--- config.mk ---
export PLATFORM = sky130hd
export DESIGN_NAME = tx_framer
export DESIGN_NICKNAME = d
export VERILOG_FILES = /design/src/rtl/tx_frm_pkg.sv /design/src/rtl/tx_hold_buf.sv /design/src/rtl/tx_seq.sv /design/src/rtl/tx_framer.sv
export SDC_FILE = /design/constraint.sdc
export NUM_CORES = 1
export LEC_CHECK = 0
export BUFFER_PORTS_ARGS = -buffer_cell sky130_fd_sc_hd__buf_2
export CORE_MARGIN = 2
export CORE_UTILIZATION = 55
export DETAILED_ROUTE_END_ITERATION = 7
export HOLD_SLACK_MARGIN = 0.03
export PLACE_DENSITY = 0.87
export REMOVE_ABC_BUFFERS = 1
export SLEW_MARGIN = 20
export SYNTH_ARGS = -nofsm -noshare
export SYNTH_HDL_FRONTEND = slang
export SYNTH_SLANG_ARGS = --single-unit
--- constraint.sdc ---
create_clock -name clk -period 3.04 [get_ports clk]
set_input_delay 0.608 -clock clk [delete_from_list [all_inputs] [get_ports clk]]
set_output_delay 0.608 -clock clk [all_outputs]
set_load 0.05 [all_outputs]
--- src/rtl/tx_frm_pkg.sv ---
package tx_frm_pkg;

   typedef enum logic [1:0] {
      ST_IDLE  = 2'd0,
      ST_DLY   = 2'd1,
      ST_SHIFT = 2'd2
   } seq_st_t;

   function automatic logic [1:0] clamp_delay(input logic [1:0] req, input int unsigned max_dly);
      logic [1:0] lim;
      lim = 2'(max_dly);
      return (req > lim) ? lim : req;
   endfunction

endpackage

--- src/rtl/tx_hold_buf.sv ---
module tx_hold_buf #(
   parameter int unsigned DW = 16
) (
   input  logic          clk,
   input  logic          rst_n,
   input  logic          wr_en,
   input  logic [DW-1:0] wr_data,
   input  logic          take,
   output logic [DW-1:0] hold_q,
   output logic          full_q,
   output logic          rdy_q
);

   logic take_d;

   always_ff @(posedge clk) begin
      if (!rst_n) begin
         hold_q <= '0;
         full_q <= 1'b0;
         take_d <= 1'b0;
         rdy_q  <= 1'b1;
      end else begin
         take_d <= take;
         if (wr_en) begin
            hold_q <= wr_data;
            full_q <= 1'b1;
         end else if (take) begin
            full_q <= 1'b0;
         end
         // ready rises one bit clock after the copy, unless refilled
         if (wr_en)
            rdy_q <= 1'b0;
         else if (take_d && !full_q)
            rdy_q <= 1'b1;
      end
   end

endmodule

--- src/rtl/tx_seq.sv ---
module tx_seq
   import tx_frm_pkg::*;
#(
   parameter int unsigned MAX_W     = 16,
   parameter int unsigned MAX_WORDS = 16,
   localparam int unsigned WL_W     = $clog2(MAX_W),
   localparam int unsigned NW_W     = $clog2(MAX_WORDS)
) (
   input  logic             clk,
   input  logic             rst_n,
   input  logic             fsync,
   input  logic [1:0]       dly,
   input  logic [WL_W-1:0]  wlen,
   input  logic [NW_W-1:0]  nwords,
   input  logic [MAX_W-1:0] hold_q,
   input  logic             full_q,
   output logic             take,
   output logic             starve,
   output logic             accept,
   output logic             bit_q,
   output seq_st_t          state_q
);

   logic [MAX_W-1:0] sr_q;
   logic [WL_W-1:0]  bidx_q;
   logic [NW_W-1:0]  widx_q;
   logic [1:0]       dcnt_q;
   logic             word_end, frame_end, next_word, need;
   logic [MAX_W-1:0] nxt_word;
   logic [WL_W-1:0]  bidx_dn;

   assign word_end  = (state_q == ST_SHIFT) && (bidx_q == '0);
   assign frame_end = word_end && (widx_q == nwords);
   assign accept    = fsync && ((state_q == ST_IDLE) || frame_end);
   assign next_word = word_end && !frame_end;
   assign need      = accept || next_word;
   assign take      = need && full_q;
   assign starve    = need && !full_q;
   assign nxt_word  = full_q ? hold_q : sr_q;
   assign bidx_dn   = bidx_q - 1'b1;

   always_ff @(posedge clk) begin
      if (!rst_n) begin
         state_q <= ST_IDLE;
         sr_q    <= '0;
         bidx_q  <= '0;
         widx_q  <= '0;
         dcnt_q  <= '0;
         bit_q   <= 1'b0;
      end else if (accept) begin
         sr_q   <= nxt_word;
         widx_q <= '0;
         if (dly == 2'd0) begin
            bit_q   <= nxt_word[wlen];
            bidx_q  <= wlen;
            state_q <= ST_SHIFT;
         end else begin
            dcnt_q  <= dly - 2'd1;
            state_q <= ST_DLY;
         end
      end else begin
         unique case (state_q)
            ST_DLY: begin
               if (dcnt_q == 2'd0) begin
                  bit_q   <= sr_q[wlen];
                  bidx_q  <= wlen;
                  state_q <= ST_SHIFT;
               end else begin
                  dcnt_q <= dcnt_q - 2'd1;
               end
            end
            ST_SHIFT: begin
               if (next_word) begin
                  sr_q   <= nxt_word;
                  bit_q  <= nxt_word[wlen];
                  bidx_q <= wlen;
                  widx_q <= widx_q + 1'b1;
               end else if (frame_end) begin
                  state_q <= ST_IDLE;
               end else begin
                  bidx_q <= bidx_dn;
                  bit_q  <= sr_q[bidx_dn];
               end
            end
            default: state_q <= ST_IDLE;
         endcase
      end
   end

endmodule

--- src/rtl/tx_framer.sv ---
module tx_framer
   import tx_frm_pkg::*;
#(
   parameter int unsigned MAX_W     = 16,
   parameter int unsigned MAX_WORDS = 16,
   parameter int unsigned MAX_DLY   = 2,
   localparam int unsigned WL_W     = $clog2(MAX_W),
   localparam int unsigned NW_W     = $clog2(MAX_WORDS)
) (
   input  logic             clk,
   input  logic             rst_n,
   input  logic [1:0]       cfg_delay,
   input  logic [WL_W-1:0]  cfg_wlen,
   input  logic [NW_W-1:0]  cfg_nwords,
   input  logic             cfg_idle,
   input  logic             wr_en,
   input  logic [MAX_W-1:0] wr_data,
   output logic             tx_ready,
   output logic             underrun,
   input  logic             underrun_clr,
   input  logic             fsync,
   output logic             dout
);

   generate
      if (MAX_W < 2) begin : g_bad_w
         $error("tx_framer: MAX_W must be at least 2");
      end
      if (MAX_WORDS < 2) begin : g_bad_n
         $error("tx_framer: MAX_WORDS must be at least 2");
      end
      if (MAX_DLY > 2) begin : g_bad_d
         $error("tx_framer: MAX_DLY must be 0, 1 or 2");
      end
   endgenerate

   logic [MAX_W-1:0] hold_w;
   logic             full_w, take_w, starve_w, accept_w, bit_w;
   logic [1:0]       dly_w;
   seq_st_t          st_w;

   generate
      if (MAX_DLY == 0) begin : g_no_dly
         assign dly_w = 2'd0;
      end else begin : g_dly
         assign dly_w = clamp_delay(cfg_delay, MAX_DLY);
      end
   endgenerate

   tx_hold_buf #(.DW(MAX_W)) u_hold (
      .clk     (clk),
      .rst_n   (rst_n),
      .wr_en   (wr_en),
      .wr_data (wr_data),
      .take    (take_w),
      .hold_q  (hold_w),
      .full_q  (full_w),
      .rdy_q   (tx_ready)
   );

   tx_seq #(.MAX_W(MAX_W), .MAX_WORDS(MAX_WORDS)) u_seq (
      .clk     (clk),
      .rst_n   (rst_n),
      .fsync   (fsync),
      .dly     (dly_w),
      .wlen    (cfg_wlen),
      .nwords  (cfg_nwords),
      .hold_q  (hold_w),
      .full_q  (full_w),
      .take    (take_w),
      .starve  (starve_w),
      .accept  (accept_w),
      .bit_q   (bit_w),
      .state_q (st_w)
   );

   always_ff @(posedge clk) begin
      if (!rst_n)
         underrun <= 1'b0;
      else if (starve_w)
         underrun <= 1'b1;
      else if (underrun_clr)
         underrun <= 1'b0;
   end

   assign dout = (st_w == ST_SHIFT) ? bit_w : cfg_idle;

endmodule

==> Yosys cells after proc, flatten, opt, wreduce, memory -nomap -nowiden <==
Index checks and enable logic that the tools add are counted.
{ "op_classes": {"mux": 40, "eq_ne": 10, "bitwise_logic": 1, "magnitude_cmp": 3, "reduce_logical": 28, "add_sub_neg": 4} }
{ "ops": {"columns": ["cell", "n"], "rows": [
  ["$mux W16", 4],
  ["$mux W2", 10],
  ["$mux W4", 5],
  ["$mux W1", 15],
  ["$bmux W1 S4", 3],
  ["$reduce_bool A2 Y1", 6],
  ["$lt A4 B5 Y1 const B", 2],
  ["$pmux W4 S2", 1],
  ["$logic_and A1 B1 Y1", 7],
  ["$logic_not A2 Y1", 3],
  ["$ne A3 B1 Y1 const B", 2],
  ["$reduce_and A3 Y1", 2],
  ["$add A4 B1 Y4 const B", 1],
  ["$eq A4 B4 Y1", 1],
  ["$logic_not A4 Y1", 1],
  ["$ne A2 B2 Y1 const B", 2],
  ["$ne A4 B3 Y1 const B", 1],
  ["$pmux W2 S2", 1],
  ["$reduce_and A2 Y1", 2],
  ["$reduce_and A4 Y1", 1],
  ["$sub A2 B1 Y2 const B", 2],
  ["$sub A4 B1 Y4 const B", 1],
  ["$ne A3 B2 Y1 const B", 1],
  ["$reduce_bool A3 Y1", 1],
  ["9 further kinds", 11]
]} }
{ "word_totals": {"out_inout_bits": 3, "in_bits": 32, "word_cells": 97, "regBits": 49} }

==> Longest topological paths before layout <==
Gate-level depths: netlist of run 1.
{ "depth": {"word_depth": 9, "depth_mapped": 9, "depth_no_buf": 8} }

==> Modules after synthesis <==
Synthesis of run 1 repeated with hierarchy kept, for this count alone.
{ "unflattened": {"cells_unflattened": 282, "area_unflattened_um2": 2760.1} }
{ "by_module_without_submodules": {"columns": ["mod", "n_inst", "area_each_um2", "cells_per_inst", "seq_area_each_um2"], "rows": [
  ["tx_seq", 1, 1973.1, 215, 580.6],
  ["tx_hold_buf", 1, 714.4, 60, 380.4],
  ["tx_framer", 1, 72.6, 7, 20.0]
]} }

==> Least setup slack after synthesis of run 1 <==
OpenSTA, ideal clock, no wires.
{ "synth_timing": {"path_kind": "input port to flip-flop", "startpoint": "input port cfg_wlen[0]", "endpoint": "register u_seq.bit_q", "stages": 7, "path_buffers": 1, "t_required_ps": 2911, "slack_ps": 795, "arrival_ps": 2116, "cell_sequence": "buf_2 > mux4_2 > mux2_2 > a221oi_1 > o21ai_0 > nand4_1 > o41ai_1"} }
{ "synth_via": {"elab_chain_len": 5, "elab_cells_between_ends": 9} }
{ "synth_rtl": {"columns": ["element", "line", "text"], "rows": [
  ["start: declaration", "tx_framer.sv:13", "input logic [WL_W-1:0] cfg_wlen,"],
  ["$bmux W1 S4, on equally long branches", "tx_seq.sv:54, tx_seq.sv:75, tx_seq.sv:65", null],
  ["$mux W1, on equally long branches", "tx_seq.sv:54, tx_seq.sv:75, tx_seq.sv:65", null],
  ["$mux W1, on equally long branches", "tx_seq.sv:73, tx_seq.sv:64", null],
  ["$pmux W1 S2", "tx_seq.sv:62", "unique case (state_q)"],
  ["$mux W1 (*)", "tx_seq.sv:50", "end else if (accept) begin"],
  ["end signal: assignment", "tx_seq.sv:54", "bit_q <= nxt_word[wlen];"],
  ["end signal: assignment", "tx_seq.sv:65", "bit_q <= sr_q[wlen];"],
  ["end signal: assignment", "tx_seq.sv:75", "bit_q <= nxt_word[wlen];"],
  ["end: declaration", "tx_seq.sv:20", "output logic bit_q,"]
]} }
Mark *: on every way between the ends. The rest lies on a longest branch, timed or not. The select of a mux whose other input is x is not followed.
A chain may end at the register's enable or synchronous reset.

==> Worst setup path after layout of run 1 <==
{ "layout_timing": {"startpoint": "register u_seq.bidx_q[0]", "endpoint": "register u_seq.sr_q[6]"} }
{ "layout_via": {"elab_chain_len": 7, "elab_cells_between_ends": 11} }
{ "layout_rtl": {"columns": ["element", "line", "text"], "rows": [
  ["start: declaration", "tx_seq.sv:25", "logic [WL_W-1:0] bidx_q;"],
  ["start signal: assignment", "tx_seq.sv:55", "bidx_q <= wlen;"],
  ["start signal: assignment", "tx_seq.sv:66", "bidx_q <= wlen;"],
  ["start signal: assignment", "tx_seq.sv:76", "bidx_q <= wlen;"],
  ["$logic_not A4 Y1 (*)", "tx_seq.sv:32", "assign word_end = (state_q == ST_SHIFT) && (bidx_q == '0);"],
  ["$logic_and A1 B1 Y1 (*)", "tx_seq.sv:32", null],
  ["$logic_and A1 B1 Y1", "tx_seq.sv:33", "assign frame_end = word_end && (widx_q == nwords);"],
  ["$logic_not A1 Y1 or $logic_or A1 B1 Y1 (tied branches)", "tx_seq.sv:35, tx_seq.sv:34", null],
  ["$logic_and A1 B1 Y1, on equally long branches", "tx_seq.sv:35, tx_seq.sv:34", null],
  ["$reduce_bool A2 Y1 (no source line)", null, null],
  ["$reduce_and A2 Y1 (no source line)", null, null],
  ["end signal: assignment", "tx_seq.sv:51", "sr_q <= nxt_word;"],
  ["end signal: assignment", "tx_seq.sv:74", "sr_q <= nxt_word;"],
  ["end: declaration", "tx_seq.sv:24", "logic [MAX_W-1:0] sr_q;"]
]} }
Mark *: on every way between the ends. The rest lies on a longest branch, timed or not.

==> results of run 1 <==
registers in the layout, summed over array words and instances, names as in the netlist:
signal	count
u_hold.rdy_q	1
u_seq.bidx_q	4
u_seq.dcnt_q	2
u_seq.state_q	2
underrun	1
u_hold.full_q	1
u_seq.bit_q	1
u_hold.take_d	1
u_hold.hold_q	16
u_seq.sr_q	16
u_seq.widx_q	4
placed cells by master, fill, tap and decap left out, drive strengths merged, types with 2 or more instances in the layout:
cell type and count:
a21oi 9, dfxtp 49, o21a 2, xnor2 2, and2 2, a21o 2, nand3 5, o21ai 6
clkbuf 6, buf 35, mux4 13, mux2i 37, nor3 2, a31oi 3, xor2 7, nor2 44
nand2 16, a211o 2, or3b 2, ha 6, o41ai 2, mux2 4, inv 9
worst max-delay path by stage:
stage,from,endpoint,slack (ns),depth (start not counted)
detailed placement,cfg_nwords[1],u_seq.bidx_q[0]$_SDFFE_PN0P_,0.46,7
CTS,u_seq.bidx_q[0]$_SDFFE_PN0P_,u_seq.sr_q[13]$_SDFFE_PN0P_,0.60,8
floorplan,cfg_nwords[1],u_seq.bidx_q[2]$_SDFFE_PN0P_,0.85,6
global placement,cfg_wlen[0],u_seq.bit_q$_SDFFE_PN0P_,0.60,7
global route,u_seq.bidx_q[0]$_SDFFE_PN0P_,u_seq.sr_q[11]$_SDFFE_PN0P_,0.39,8
finish,u_seq.bidx_q[0]$_SDFFE_PN0P_,u_seq.sr_q[6]$_SDFFE_PN0P_,0.59,8
cells in the mapped netlist (2+ instances only):
cell and n:
a31oi_1 2, nand3_1 4, xor2_1 7, xnor2_1 2, mux2_2 4, inv_1 8, or3b_1 2, nor2_1 43
mux4_2 13, nand2_1 16, nor3_1 2, o21a_1 2, mux2i_1 37, clkbuf_1 6, ha_1 6, a21oi_1 9
buf_2 3, o21ai_0 5, dfxtp_1 49
power groups by stage:
stage	registers [mW]	logic [mW]	clock network [mW]
final	0.701	0.276	0.384
after global routing	0.705	0.304	0.412
after CTS	0.701	0.277	0.387
after detailed placement	0.716	0.275	0
after global placement	0.715	0.265	0
after floorplan	0.716	0.191	0
stage by stage:
stage	utilization, %	hold slack, ns
global placement	62.6	0.461
CTS	64.5	0.478
global route	64.5	0.509
detailed placement	62.6	0.464
floorplan	-	0.435
finish	64.5	0.476
layer usage:
metal / GRT usage, % / wire [µm] / up-vias
met5: 0 / 0 / -
met4: 6.50 / 69 / 0
met3: 5.69 / 273 / 10
met2: 34.9 / 2380 / 54
met1: 26.4 / 2280 / 925
li1: - / - / 961
critical path: stages, from the launching register on:
cell,delay [ns]
dfxtp_1,0.36
inv_1,0.20
ha_1,0.21
and4bb_2,0.34
o21ai_1,0.15
and2_1,0.26
nor2_4,0.48
mux2i_1,0.27
nor2_1,0.05
cells by family (layout without fill, tap and decap cells):
group,after synthesis,after routing
AOI/OAI and AO/OA,34,34
buffers and inverters,19,51
muxes,54,54
and+or+nand+nor,80,80
xor gates and xnor gates,9,9
adders and majority gates,6,6
DFF,49,49
cell type report:
class | instances | share of cell area, %
Tap cell | 52 | 2.28
Timing Repair Buffer | 35 | 6.24
Inverter | 8 | 1.05
Clock inverter | 2 | 0.483
Clock buffer | 6 | 2.55
Sequential cell | 49 | 34.4
Multi-Input combinational cell | 183 | 52.9
==> impl_results.md, run 1 <==
- Status: finished, final reports clean
- Cell-internal power: 960 µW
- Non-filler instance count after layout: 335
- FF-to-FF Start: u_seq.bidx_q[0]$_SDFFE_PN0P_
- Wire length of the first global-routing pass: 8550 µm
- Post-synth ARST share: 0%
- Max-cap viol count: 0
- Synth Register Bits: 49
- Slew @ Worst Pin: 0.690 ns
- Layout Skew: 0.00669 ns
- Total grt overflow: 0
- Mux cell area share after synthesis: 27.6%
- # DRC: 0
- Gates resized, CTS repair: 0
- All-Layer GR Usage: 20.9%
- Crit Path Category: reg -> reg
- CTS Buf Count: 5
- Port Buffers: 34
- Synth warnings: 0
- Design area: 2850 µm²
- Die Height: 72.3 µm
- FP Rows: 24
- Reg clk slew, reported paths: 0.09 ns
- H-tree depth: 2
- CTS Buffer Depth: 2
- Worst Hold Class: reg -> reg
- Placer Congestion: 0.859
- Min cycle time layout: 2.45 ns
- Critical Path End Type: register
- Setup WS post-layout: 0.594 ns
- Die W: 72.3 µm
- Clk root buf: clkbuf_8
- Share of cells above drive strength 1: 24.4%
- Fill count: 361
- Sw Ratio: 29.5%
- Clk_lat worst skew: 0.31 ns
- CTS tree: yes
- PwrDens: 478 nW/µm²
- Dpl cells: 327
- Post-DRT Antenna Nets: 0
- Reg2Reg Depth: 8
- Reg-to-reg endpoint: u_seq.sr_q[6]$_SDFFE_PN0P_
- Via-per-instance ratio: 5.82
- Slew Viols, Final: 0
- Comb pwr share: 20.3%
- Post-Syn Area: 2570 µm²
- Crit start category: register
- Static Leak: 1.17 nW
- Dominant cell type by area after synthesis: dfxtp_1
- Netlist cell types: 50
- Post-CTS setup buffers: 0
- Dpl cell area: 2760 µm²
- Final net count: 320
- DR iter-0 viols: 112
- Share of the synthesized area in the top cell type: 38.2%
- Final WL: 5000 µm
- Final setup viols: 0
- EDFF count, synth: 0
- Pre-CTS setup slack: 0.464 ns
- Antenna cells: 0
- Worst hold stages: 1
- Clock Sinks: 49
- Reg2Reg Setup Slack: 0.59 ns
- Cells after Synth: 251
- Largest net degree at the start of global routing: 39
- Synth Area in Compound Gates: 10.3%
- Simple-Gate Fraction of Synth Area: 14.8%
- Seq/Total Area, Yosys: 38.2%
- Largest family of logic cells by synthesized area: multiplexers
- DR vias: 1950
- Core ar.: 4410 µm²
- Peak VDD IR: 0.368 mV
- Crit path required time: 3.23 ns
- Seq pwr share: 51.5%
- Hold EP: u_seq.dcnt_q[1]$_SDFFE_PN0P_
- Crit share post-route: 80.5%
- Post-Synth XOR/XNOR Area: 3.07%
- Area Growth Syn to Fin: 10.9%
- Crit path DAT: 2.63 ns
- Total die area: 5230 µm²
- Hold_sp: u_seq.dcnt_q[1]$_SDFFE_PN0P_
- Post-DP HPWL: 3710 µm
- Initial antenna violation count: 0
- Vias in the first global route: 1924
- Main flop type after synthesis: dfxtp_1
- Switching power: 401 µW
- Reg area: 981 µm²
- Fin. Hold Viols: 0
- Syn_area_per_cell: 10.2 µm²
- Router iterations before antenna repair: 4
- Post-synthesis adder-cell area fraction: 2.92%
- RSZ-0062 raised after global routing: false
- FMAX: 409 MHz
- TNS Setup: 0 ns
- Initial Util: 58.2%
- Area contributors post-synth: dfxtp_1, mux2i_1, mux4_2
- Worst slew margin: 53.6%
- Hold-fix buffers at CTS: 0
- Area taken by multi-input logic gates: 1510 µm²
- Critical path peak fanout: 16
- Clock network fraction of design power: 28.2%
- # IOs: 35
- Avg WL per Cell: 14.9 µm
- Power Total: 1.36 mW
Note: power is estimated with default switching activity, not from simulation.
==> run 2, diff against run 1 <==
CORE_UTILIZATION = 51   (was 55)
PLACE_DENSITY = 0.85   (was 0.87)
clock period = 2.15 ns   (was 3.04 ns; I/O delays follow)
==> impl_results.md, run 2 (same netlist as run 1, synthesis figures left out) <==
- Reg clk slew, reported paths: 0.09 ns
- FP Rows: 25
- PwrDens: 649 nW/µm²
- Max-cap viol count: 0
- Worst hold stages: 3
- H-tree depth: 2
- Initial antenna violation count: 0
- # IOs: 35
- Slowest stage delay, CP: 0.43 ns
- Comb pwr share: 23.6%
- Dpl cells: 358
- Die Height: 75.0 µm
- Crit path DAT: 2.29 ns
- Clk root buf: clkbuf_8
- Critical Path End Type: register
- Crit start category: register
- CP bufs+invs: 1
- CTS Buffer Depth: 2
- Slowest CP cell: dfxtp_1
- Hold_sp: wr_data[2]
- Largest net degree at the start of global routing: 42
- Die W: 75.0 µm
- Reg2Reg Depth: 7
- Reg2Reg Setup Slack: 0.08 ns
- Total die area: 5620 µm²
- RSZ-0062 raised after global routing: true
- Clock network fraction of design power: 26.4%
- Clk_lat worst skew: 0.30 ns
- Static Leak: 1.26 nW
- Core ar.: 4790 µm²
- FF-to-FF Start: u_seq.widx_q[0]$_SDFFE_PP0P_
- Antenna cells: 0
- Via-per-instance ratio: 5.44
- Vias in the first global route: 1972
- Cell-internal power: 1.41 mW
- FMAX: 484 MHz
- Sw Ratio: 29.0%
- CP top delay family: compound AO/OA/AOI/OAI gates
- Power Total: 1.98 mW
- CTS tree: yes
- Switching power: 575 µW
- Clock Sinks: 49
- Post-Route Utilization: 63.8%
- DR iter-0 viols: 94
- Crit share post-route: 96.1%
- Slew Viols, Final: 0
- Wire length of the first global-routing pass: 8730 µm
- Slew @ Worst Pin: 0.502 ns
- Final net count: 337
- # DRC: 0
- Largest registers: u_hold.hold_q: 16 flops, u_seq.sr_q: 16 flops
- CTS Buf Count: 5
- Area Growth Syn to Fin: 19.0%
- Worst slew margin: 66.5%
- Most frequent cells in the layout: dfxtp_1, nor2_1, mux2i_1
- Non-filler instance count after layout: 367
- Total grt overflow: 0
- Fin. Hold Viols: 0
- Hold EP: u_hold.hold_q[2]$_SDFFE_PN0P_
- Seq pwr share: 50.0%
- Worst Hold Class: in -> reg
- Final setup viols: 0
- Share of cells above drive strength 1: 30.3%
- Port Buffers: 34
- Post-DP HPWL: 4070 µm
- Crit-path cells: xor2_1 > nor4_1 > buf_4 > a21o_2 > a21bo_2 > or3b_1 > a31oi_1
- Placer Congestion: 0.878
- DR vias: 1996
- Commonest non-fill, non-tap cell in the layout: dfxtp_1
- Initial Util: 53.6%
- Layout Skew: 0.00907 ns
- Hold-fix buffers at CTS: 0
- All-Layer GR Usage: 20.3%
- Post-DRT Antenna Nets: 0
- Peak VDD IR: 0.405 mV
- Crit path required time: 2.37 ns
- Status: finished, final reports clean
- Reg-to-reg endpoint: u_seq.dcnt_q[0]$_SDFFE_PN0P_
- Final WL: 5400 µm
- Critical path peak fanout: 6
- Router iterations before antenna repair: 4
- Min cycle time layout: 2.07 ns
- Avg WL per Cell: 14.7 µm
- Crit Path Category: reg -> reg
-- run 2: cell count changes in the layout (fill, tap and decap cells not counted), sizes merged --
cell | before | now
clkinvlp | 0 | 1
clkbuf | 6 | 7
clkinv | 1 | 0
inv | 9 | 8
buf | 35 | 52
-- run 2: area by class of cell --
| class | count | area (µm²) |
|---|---|---|
| Clock buffer | 7 | 76.3 |
| Clock inverter | 1 | 7.51 |
| Fill cell | 403 | 1730 |
| Inverter | 8 | 30.0 |
| Multi-Input combinational cell | 183 | 1560 |
| Sequential cell | 49 | 981 |
| Tap cell | 67 | 83.8 |
| Timing Repair Buffer | 52 | 318 |
-- run 2: timing repair --
action                     in CTS  in global routing
gates resized for setup         0                  9
setup endpoints to repair      15                  4
setup buffers                   1                  0
pin swaps                       1                  1
-- run 2: worst reg2reg max path, cell delays in order (launching register included) --
cell     delay (ns)
dfxtp_1        0.43
xor2_1         0.29
nor4_1         0.11
buf_4          0.16
a21o_2         0.26
a21bo_2        0.25
or3b_1         0.35
a31oi_1        0.13
-- run 2: how the worst max path moves through the flow --
| stage | slack (ns) | depth (start not counted) | end | start |
|---|---|---|---|---|
| 5_1_grt | -0.01 | 7 | u_seq.dcnt_q[0]$_SDFFE_PN0P_ | u_seq.widx_q[0]$_SDFFE_PP0P_ |
| 6_report | 0.08 | 7 | u_seq.dcnt_q[0]$_SDFFE_PN0P_ | u_seq.widx_q[0]$_SDFFE_PP0P_ |
| 4_1_cts | 0.02 | 9 | u_seq.bidx_q[2]$_SDFFE_PN0P_ | u_seq.bidx_q[0]$_SDFFE_PN0P_ |
| 3_5_place_dp | -0.05 | 8 | u_seq.sr_q[12]$_SDFFE_PN0P_ | u_seq.bidx_q[0]$_SDFFE_PN0P_ |
| 3_3_place_gp | 0.03 | 8 | u_seq.sr_q[9]$_SDFFE_PN0P_ | u_seq.bidx_q[0]$_SDFFE_PN0P_ |
| 2_1_floorplan | -0.01 | 7 | u_seq.bit_q$_SDFFE_PN0P_ | u_seq.bidx_q[0]$_SDFFE_PN0P_ |
-- run 2: stage by stage --
| step | TNS [ns] | instance area, µm² | hold slack, ns | setup WS, ns |
|---|---|---|---|---|
| after floorplan | -0.0141 | 2520 | 0.435 | -0.0141 |
| after global placement | 0 | 2900 | 0.457 | 0.0259 |
| after detailed placement | -0.195 | 2900 | 0.477 | -0.0522 |
| after CTS | 0 | 3000 | 0.357 | 0.0162 |
| after global routing | -0.0200 | 3060 | 0.366 | -0.00959 |
| final | 0 | 3060 | 0.361 | 0.0834 |
-- run 2: per-layer routing --
layer  global-route usage (%)  share of wire (%)  up-vias
met1                     24.7                 45      953
li1                         -                  -      989
met2                     36.5                 50       47
met3                     4.02                3.9        7
met5                        0                  0        -
met4                     5.95                1.2        0
-- run 2: power by group through the flow --
| stage | Sequential, mW | Combinational [mW] | Clock, mW |
|---|---|---|---|
| floorplan | 1.01 | 0.271 | 0 |
| global placement | 1.01 | 0.423 | 0 |
| detailed placement | 1.01 | 0.434 | 0 |
| CTS | 0.989 | 0.444 | 0.538 |
| global route | 0.998 | 0.508 | 0.571 |
| finish | 0.992 | 0.468 | 0.523 |
==> run 3, diff against run 2 <==
ABC_AREA = 1   (was unset)
CORE_UTILIZATION = 52   (was 51)
==> impl_results.md, run 3 <==
- Main flop type after synthesis: dfxtp_1
- RSZ-0062 raised after global routing: false
- Slowest stage delay, CP: 0.36 ns
- Antenna cells: 0
- FF-to-FF Start: u_seq.state_q[0]$_SDFFE_PN0P_
- Router iterations before antenna repair: 4
- Share of the synthesized area in the top cell type: 34.4%
- Hold-fix buffers at CTS: 0
- Status: finished, final reports clean
- Synth Register Bits: 49
- Final WL: 6580 µm
- Pre-CTS setup slack: 0.178 ns
- Clk root buf: clkbuf_8
- Cells after Synth: 434
- PwrDens: 743 nW/µm²
- WL met2: 3150 µm
- EDFF count, synth: 0
- # IOs: 35
- Routed length on met3: 336 µm
- FMAX: 486 MHz
- Worst Hold Class: in -> reg
- Slew @ Worst Pin: 0.615 ns
- DR iter-0 viols: 171
- Reg-to-reg endpoint: u_seq.sr_q[7]$_SDFFE_PN0P_
- Synth Area in Compound Gates: 14.2%
- Post-Synth XOR/XNOR Area: 0.614%
- Die W: 78.1 µm
- Crit-path cells: inv_1 > ha_1 > buf_4 > inv_1 > nand2_1 > nand2_1 > buf_2
- Slew Viols, Final: 0
- CTS Buf Count: 5
- Dominant cell type by area after synthesis: dfxtp_1
- DR vias: 2897
- Reg2Reg Setup Slack: 0.20 ns
- Post-Syn Area: 2850 µm²
- Top cells by count, synth: nand2_1, nor2_1, nand3_1
- Clock Sinks: 49
- Initial antenna violation count: 0
- Commonest non-fill, non-tap cell in the layout: nand2_1
- Share of cells above drive strength 1: 14.2%
- Worst slew margin: 58.7%
- Synth warnings: 0
- Most frequent cells in the layout: nand2_1, nor2_1, nand3_1
- Crit Path Category: reg -> out
- CTS Buffer Depth: 2
- Setup WS post-layout: 0.0910 ns
- Vias in the first global route: 2535
- Total grt overflow: 0
- Crit path required time: 1.72 ns
- H-tree depth: 2
- TNS Setup: 0 ns
- Die Height: 78.1 µm
- Reg2Reg Depth: 11
- Reg clk slew, reported paths: 0.09 ns
- Fin. Hold Viols: 0
- Crit start category: register
- All-Layer GR Usage: 22.1%
- Min cycle time layout: 2.06 ns
- Crit path from: u_seq.state_q[0]$_SDFFE_PN0P_
- Clk_lat worst skew: 0.30 ns
- Critical Path End Type: primary output
- Wire length of the first global-routing pass: 10900 µm
- FP Rows: 26
- WL met1: 3010 µm
- Seq/Total Area, Yosys: 34.4%
- Largest registers: u_hold.hold_q: 16 flops, u_seq.sr_q: 16 flops
- Syn_area_per_cell: 6.57 µm²
- Initial Util: 54.8%
- Post-DP HPWL: 4720 µm
- Avg WL per Cell: 12.3 µm
- Largest family of logic cells by synthesized area: simple AND/OR/NAND/NOR gates
- Total die area: 6090 µm²
- Post-synth ARST share: 0%
- Final net count: 503
- Critical Path End: dout
- CTS tree: yes
- Final setup viols: 0
- Slowest CP cell: dfxtp_1
- Placer Congestion: 0.927
- Largest net degree at the start of global routing: 27
- Post-CTS setup buffers: 0
- Crit share post-route: 95.8%
- Via-per-instance ratio: 5.43
- Post-DRT Antenna Nets: 0
- Max-cap viol count: 0
- Most frequent cell after synthesis: nand2_1
- Highest Signal Layer: met4
- # DRC: 0
- Mux cell area share after synthesis: 0%
- Netlist cell types: 35
- Area Growth Syn to Fin: 10.7%
- Simple-Gate Fraction of Synth Area: 39.6%
- Static Leak: 1.39 nW
- Port Buffers: 34
- Critical path peak fanout: 5
- Layout Skew: 0.00383 ns
- Peak VDD IR: 0.479 mV
- Gates resized, CTS repair: 0
- Area contributors post-synth: dfxtp_1, nand2_1, nand3_1
- Crit path DAT: 1.63 ns
- Post-synthesis adder-cell area fraction: 2.63%
- Core ar.: 5200 µm²
==> run 3: cell count changes after synthesis, sizes merged, moves of 3 or more <==
cell | before | now
a31oi | 3 | 17
buf | 5 | 11
clkinv | 0 | 3
inv | 8 | 38
mux2 | 4 | 0
mux2i | 37 | 0
mux4 | 13 | 0
nand2 | 16 | 117
nand3 | 5 | 59
nor2 | 44 | 60
o21ai | 6 | 43
xor2 | 7 | 1
==> run 3: report_power, final <==
part	internal, mW	total [mW]	switching, mW	leakage (nW)
clock	0.215	0.512	0.297	0.0399
combinational	0.280	0.748	0.468	0.943
sequential	1.00	1.08	0.0799	0.405
total	1.50	2.34	0.845	1.39
==> run 3: logic make-up (layout without fill, tap and decap cells) <==
| group | after synthesis | after routing |
|---|---|---|
| flip-flops | 49 | 49 |
| adder cells (fa/ha/maj) | 6 | 6 |
| XOR/XNOR | 2 | 2 |
| AND/OR/NAND/NOR | 244 | 244 |
| AO/OA/AOI/OAI | 74 | 74 |
| buffers and inverters | 59 | 89 |
==> run 3: worst max-delay path, delay by kind of cell (launching register included) <==
kind / cells / cell delay [ns]
flops: 1 / 0.36
fa+ha+maj: 1 / 0.23
simple gates: 2 / 0.13
buf+inv: 4 / 0.61
==> run 3: area by class of cell <==
cell class | instances | area (µm²)
fill | 520 | 2050
multi-input combinational | 326 | 1630
sequential | 49 | 981
timing repair buffer | 42 | 234
inverter | 41 | 154
tap | 70 | 87.6
clock buffer | 5 | 68.8
clock inverter | 1 | 5.00
==> run 3: metrics by stage <==
stage / power (mW) / utilization [%] / hold WS (ns) / instances / instance area, µm²
after floorplan: 1.63 / - / 0.436 / 416 / 2760
after global placement: 1.82 / 59.2 / 0.450 / 528 / 3080
after detailed placement: 1.84 / 59.2 / 0.460 / 528 / 3080
after CTS: 2.35 / 60.6 / 0.343 / 534 / 3150
after global routing: 2.49 / 60.6 / 0.356 / 534 / 3160
final: 2.34 / 60.6 / 0.346 / 534 / 3160
==> run 3: worst min-delay path by stage <==
| stage | startpoint | to | slack, ns | depth (start not counted) |
|---|---|---|---|---|
| finish | wr_data[3] | u_hold.hold_q[3]$_SDFFE_PN0P_ | 0.35 | 3 |
| global route | wr_data[15] | u_hold.hold_q[15]$_SDFFE_PN0P_ | 0.36 | 3 |
| CTS | wr_data[3] | u_hold.hold_q[3]$_SDFFE_PN0P_ | 0.34 | 3 |
| detailed placement | u_hold.take_d$_SDFF_PN0_ | u_hold.rdy_q$_SDFFE_PN1P_ | 0.46 | 2 |
| global placement | u_hold.take_d$_SDFF_PN0_ | u_hold.rdy_q$_SDFFE_PN1P_ | 0.45 | 2 |
| floorplan | u_hold.take_d$_SDFF_PN0_ | u_hold.rdy_q$_SDFFE_PN1P_ | 0.44 | 2 |
==> run 3: per-layer routing <==
layer / vias up / global-route usage, %
met4: 0 / 8.95
met5: - / 0
met3: 6 / 2.53
li1: 1483 / -
met2: 86 / 38.3
met1: 1322 / 27.9
